<file path="config.mk">
export PLATFORM = sky130hd
export DESIGN_NAME = fu_masked_issue
export DESIGN_NICKNAME = d
export VERILOG_FILES = /design/src/rtl/fu_pkg.sv /design/src/rtl/fu_alu.sv /design/src/rtl/fu_operand_port.sv /design/src/rtl/fu_result_port.sv /design/src/rtl/fu_masked_issue.sv
export SDC_FILE = /design/constraint.sdc
export NUM_CORES = 1
export LEC_CHECK = 0
export BUFFER_PORTS_ARGS = -buffer_cell sky130_fd_sc_hd__clkbuf_2
export CORE_MARGIN = 1
export CORE_UTILIZATION = 55
export CTS_CLUSTER_SIZE = 30
export DETAILED_ROUTE_END_ITERATION = 10
export GPL_ROUTABILITY_DRIVEN = 0
export GPL_TIMING_DRIVEN = 0
export PLACE_DENSITY_LB_ADDON = 0.2
export SKIP_LAST_GASP = 1
export SLEW_MARGIN = 20
export SYNTH_ARGS = -nofsm -noshare
export SYNTH_HDL_FRONTEND = slang
export SYNTH_HIERARCHICAL = 1
export SYNTH_SLANG_ARGS = --single-unit
</file>
<file path="constraint.sdc">
create_clock -name clk -period 5.1 [get_ports clk]
set_input_delay 1.02 -clock clk [delete_from_list [all_inputs] [get_ports clk]]
set_output_delay 1.02 -clock clk [all_outputs]
set_load 0.02 [all_outputs]
</file>
<file path="src/rtl/fu_pkg.sv">
package fu_pkg;
  localparam logic [1:0] OPC_PASS = 2'd0;
  localparam logic [1:0] OPC_ADD  = 2'd1;
  localparam logic [1:0] OPC_SUB  = 2'd2;

  typedef enum logic [1:0] {
    ST_IDLE   = 2'd0,
    ST_GATHER = 2'd1,
    ST_WRITE  = 2'd2
  } fu_state_e;
endpackage

</file>
<file path="src/rtl/fu_alu.sv">
module fu_alu
  import fu_pkg::*;
#(
  parameter int W = 8
) (
  input  logic [1:0]   op,
  input  logic [W-1:0] a,
  input  logic [W-1:0] b,
  output logic [W-1:0] y
);
  always_comb begin
    case (op)
      OPC_ADD: y = a + b;
      OPC_SUB: y = a - b;
      default: y = a;
    endcase
  end
endmodule

</file>
<file path="src/rtl/fu_operand_port.sv">
module fu_operand_port #(
  parameter int W = 8
) (
  input  logic         clk,
  input  logic         rst,
  input  logic         start,
  input  logic         need,
  input  logic [W-1:0] preset,
  input  logic         valid_i,
  input  logic [W-1:0] data_i,
  output logic         req_o,
  output logic         have_o,
  output logic [W-1:0] val_o
);
  always_ff @(posedge clk) begin
    if (rst) begin
      req_o  <= 1'b0;
      have_o <= 1'b0;
      val_o  <= '0;
    end else if (start) begin
      req_o  <= need;
      have_o <= ~need;
      val_o  <= preset;
    end else if (req_o && valid_i) begin
      req_o  <= 1'b0;
      have_o <= 1'b1;
      val_o  <= data_i;
    end
  end

  assert_req_hold_R10: assert property (@(posedge clk) disable iff (rst)
    (req_o && !valid_i && !start) |=> req_o);

  assert_capture_R10: assert property (@(posedge clk) disable iff (rst)
    (req_o && valid_i && !start) |=> (have_o && !req_o && val_o == $past(data_i)));
endmodule

</file>
<file path="src/rtl/fu_result_port.sv">
module fu_result_port #(
  parameter int W = 8
) (
  input  logic         clk,
  input  logic         rst,
  input  logic         load,
  input  logic [W-1:0] din,
  input  logic         ack_i,
  output logic         req_o,
  output logic [W-1:0] data_o,
  output logic         done_o
);
  assign done_o = req_o & ack_i;

  always_ff @(posedge clk) begin
    if (rst) begin
      req_o  <= 1'b0;
      data_o <= '0;
    end else if (load) begin
      req_o  <= 1'b1;
      data_o <= din;
    end else if (done_o) begin
      req_o  <= 1'b0;
    end
  end

  assert_wr_hold_R6: assert property (@(posedge clk) disable iff (rst)
    (req_o && !ack_i) |=> (req_o && $stable(data_o)));
endmodule

</file>
<file path="src/rtl/fu_masked_issue.sv">
module fu_masked_issue
  import fu_pkg::*;
#(
  parameter int W    = 8,
  parameter int NSRC = 3
) (
  input  logic              clk,
  input  logic              rst,
  input  logic              issue_i,
  input  logic [1:0]        op_i,
  input  logic [NSRC-1:0]   skip_i,
  input  logic              zero_a_i,
  input  logic              imm_use_i,
  input  logic [W-1:0]      imm_i,
  output logic              busy_o,
  output logic [NSRC-1:0]   src_req_o,
  input  logic [NSRC-1:0]   src_valid_i,
  input  logic [NSRC*W-1:0] src_data_i,
  output logic              res_req_o,
  input  logic              res_ack_i,
  output logic [W-1:0]      res_data_o
);
  localparam int PORT_A = 0;
  localparam int PORT_B = 1;

  fu_state_e         state;
  logic              start;
  logic              all_have;
  logic              res_done;
  logic              load_res;
  logic [NSRC-1:0]   need;
  logic [NSRC-1:0]   have;
  logic [NSRC*W-1:0] vals;
  logic [W-1:0]      alu_y;
  logic [1:0]        op_q;
  logic [NSRC-1:0]   skip_q;
  logic              zero_a_q;
  logic              imm_use_q;

  assign start    = issue_i && (state == ST_IDLE);
  assign all_have = &have;
  assign load_res = (state == ST_GATHER) && all_have;
  assign busy_o   = (state != ST_IDLE);

  for (genvar g = 0; g < NSRC; g++) begin : g_port
    logic         drop;
    logic [W-1:0] preset;
    if (g == PORT_A) begin : g_a
      assign drop   = zero_a_i;
      assign preset = '0;
    end else if (g == PORT_B) begin : g_b
      assign drop   = imm_use_i;
      assign preset = (imm_use_i && !skip_i[g]) ? imm_i : '0;
    end else begin : g_x
      assign drop   = 1'b0;
      assign preset = '0;
    end
    assign need[g] = ~skip_i[g] & ~drop;

    fu_operand_port #(.W(W)) u_port (
      .clk     (clk),
      .rst     (rst),
      .start   (start),
      .need    (need[g]),
      .preset  (preset),
      .valid_i (src_valid_i[g]),
      .data_i  (src_data_i[g*W +: W]),
      .req_o   (src_req_o[g]),
      .have_o  (have[g]),
      .val_o   (vals[g*W +: W])
    );

    assert_skip_no_req_R2: assert property (@(posedge clk) disable iff (rst)
      (busy_o && skip_q[g]) |-> !src_req_o[g]);
  end

  always_ff @(posedge clk) begin
    if (rst) begin
      op_q      <= OPC_PASS;
      skip_q    <= '0;
      zero_a_q  <= 1'b0;
      imm_use_q <= 1'b0;
    end else if (start) begin
      op_q      <= op_i;
      skip_q    <= skip_i;
      zero_a_q  <= zero_a_i;
      imm_use_q <= imm_use_i;
    end
  end

  always_ff @(posedge clk) begin
    if (rst) begin
      state <= ST_IDLE;
    end else begin
      case (state)
        ST_IDLE:   if (start)    state <= ST_GATHER;
        ST_GATHER: if (all_have) state <= ST_WRITE;
        ST_WRITE:  if (res_done) state <= ST_IDLE;
        default:                 state <= ST_IDLE;
      endcase
    end
  end

  fu_alu #(.W(W)) u_alu (
    .op (op_q),
    .a  (vals[PORT_A*W +: W]),
    .b  (vals[PORT_B*W +: W]),
    .y  (alu_y)
  );

  fu_result_port #(.W(W)) u_res (
    .clk    (clk),
    .rst    (rst),
    .load   (load_res),
    .din    (alu_y),
    .ack_i  (res_ack_i),
    .req_o  (res_req_o),
    .data_o (res_data_o),
    .done_o (res_done)
  );

  logic unused_vals;
  assign unused_vals = ^vals;

  assert_idle_quiet_R8: assert property (@(posedge clk) disable iff (rst)
    !busy_o |-> (!res_req_o && src_req_o == '0));

  assert_issue_ignored_R8: assert property (@(posedge clk) disable iff (rst)
    (busy_o && issue_i) |=> ($stable(op_q) && $stable(skip_q)));

  assert_write_after_gather_R9: assert property (@(posedge clk) disable iff (rst)
    $rose(res_req_o) |-> (src_req_o == '0));

  assert_zero_a_no_read_R4: assert property (@(posedge clk) disable iff (rst)
    (busy_o && zero_a_q) |-> !src_req_o[PORT_A]);

  assert_imm_no_read_R5: assert property (@(posedge clk) disable iff (rst)
    (busy_o && imm_use_q) |-> !src_req_o[PORT_B]);

  assert_one_write_R6: assert property (@(posedge clk) disable iff (rst)
    res_done |=> !res_req_o);
endmodule

</file>
==> results.tsv <==
stage	metric	value	unit
outcome	outcome	finished clean	
grt	vias in the first global route	1685	
timing	setup_tns	0	ps
clocking	H-tree Lvls	2	
die	I/O pins	59	
timing	unrepaired setup endpoints after global routing	no	
worst_setup_path	crit path DAT	2810	ps
run	MaxCap Viol Count	0	
cells_and_area	nets@finish	366	
cells_and_area	Fill cells	352	
detailed_routing	drt initial violations	70	
detailed_routing	Avg WL per Cell	13.5	µm
pwr	Leakage Power	0.00113	µW
timing	clock skew	9.41	ps
worst_setup_path	startpoint types	flip-flop	
detailed_routing	Pre-Repair DR Iteration Count	4	
timing	fin crit share	0.517	
clocking	CTS Sinks	35	
die	Initial Utilization	0.578	
worst_setup_path	CP Max Fanout	7	
clocking	Worst-Skew Late Latency	290	ps
worst_setup_path	Worst Setup SP	op_q[0]	
cells_and_area	share of cells above drive strength 1	0.331	
cells_and_area	Area growth syn-to-layout	19.3	%
pwr	Total Power	785	µW
cells_and_area	most frequent cells in the layout	50 x clkbuf_2, 35 x dfxtp_1, 24 x inv_1	
worst_setup_path	Required @ worst endpoint	5270	ps
logic_synthesis	Syn. warnings	6	
cells_and_area	number of non-filler instances in the completed layout	361	
grt	largest net degree at the start of global routing	22	
die	Die X	67.3	µm
grt	antenna violations before repair	0	
worst_setup_path	highest cell delay on the worst timing path	450	ps
clocking	root buf cell	clkbuf_8	
timing	Fin. Hold Viols	0	
placement	Placed Instances	353	
die	Cell Rows	23	
detailed_routing	routed wire length	4880	µm
grt	GRT Util Overall	0.231	
cells_and_area	Layout Utilization	0.690	
logic_synthesis	synthesized instance count	247	
detailed_routing	post-route ant nets	0	
grt	first-pass GRT wire length	7730	µm
pwr	Cell Pwr Density	280	nW/µm²
clocking	CTS clk-pin slew, worst paths	70	ps
clocking	CTS tree	built	
detailed_routing	Vias	1978	
worst_setup_path	crit-path cells	inv_1, ha_1, buf_2, mux2i_1, fa_1, a21o_1, a21oi_1, o21bai_1, a21oi_1, xor2_1, o21ai_0, mux2i_1, nor2_1	
logic_synthesis	Avg Cell Area, Syn	9.50	µm²
worst_setup_path	r2r startpoint	op_q[0]	
detailed_routing	Vias/cell	5.48	
placement	PortBufs	49	
worst_hold_path	HP Class	reg -> reg	
placement	post-DP HPWL	3570	µm
timing	Final min period	2640	ps
cells_and_area	commonest non-fill, non-tap cell in the layout	clkbuf_2	
worst_setup_path	CP endpoint kind	flip-flop	
die	CORE AREA	4060	µm²
timing	Finish-stage setup viols	0	
grt	total gr overflow	0	
clocking	post-cts repair resize count	0	
clocking	hold_buf cts	0	
clocking	CTS max path bufs	2	
worst_hold_path	Hold Path Origin	u_res/req_o	
detailed_routing	Remaining DRCs	0	
timing	Pins Over Slew Limit	0	
timing	relative slew slack	0.409	
worst_setup_path	CP max-delay cell	fa_1	
worst_setup_path	crit path kind	reg -> reg	
die	Die Height	67.3	µm
timing	FMAX	0.379	GHz
clocking	cts bufs inserted	5	
pwr	Max rail drop VDD	142	µV
logic_synthesis	post-synth design cell area	2350	µm²
cells_and_area	diode count	0	
die	Die Area	4530	µm²
cells_and_area	flip-flop and latch area	701	µm²
cells_and_area	area of the multi-input gates	1440	µm²
clocking	Post-CTS Setup Bufs	0	
timing	Slew @ Worst Pin	886	ps
==> cell type report <==
class                           instances  share of cell area
Multi-Input combinational cell        176               0.514
Sequential cell                        35               0.250
Timing Repair Buffer                   49              0.0876
Buffer                                 19              0.0532
Inverter                               24              0.0322
Clock buffer                            5              0.0246
Tap cell                               50              0.0223
Clock inverter                          3              0.0156
==> per-layer routing <==
metal,wire (µm),track usage,part of all wire
met5,0,0,0
met4,102,0.0957,0.021
met3,197,0.0524,0.040
met2,2180,0.344,0.45
met1,2400,0.317,0.49
==> sequential cells by signal (all words and copies together) (netlist names) <==
name                  flops
g_port.u_port/have_o      3
g_port.u_port/req_o       3
g_port.u_port/val_o      16
u_res/data_o              8
op_q                      2
u_res/req_o               1
state                     2
==> worst max-delay path: cells and delay by family (launching register included) <==
family,cells,cell delay [ps]
flip-flops,1,350
XOR/XNOR,1,160
AND/OR/NAND/NOR,1,50
buffers and inverters,2,220
adder cells (fa/ha/maj),2,630
AO/OA/AOI/OAI,5,780
multiplexers,2,320
==> stage by stage <==
step	setup slack, ps	hold WS (ps)	instance area (µm²)
after floorplan	2660	448	2370
after global placement	2090	462	2680
after detailed placement	2400	471	2690
after CTS	2470	489	2800
after global routing	2270	511	2800
final	2460	483	2800
==> path summary, 6_finish.rpt <==
| kind | to | slack, ps | cells after the start |
|---|---|---|---|
| setup reg to reg | u_res/data_o[6] | 2460 | 13 |
| setup / recovery | u_res/data_o[6] | 2460 | 13 |
| hold reg to reg | u_res/req_o | 480 | 2 |
| hold / removal | u_res/req_o | 480 | 2 |
==> power by group <==
| group | switching (µW) | leakage [µW] | internal [µW] |
|---|---|---|---|
| sequential | 18.3 | 0.000287 | 289 |
| clock | 101 | 0.0000581 | 145 |
| combinational | 117 | 0.000786 | 113 |
No activity file was read; power rests on OpenSTA's default activity.
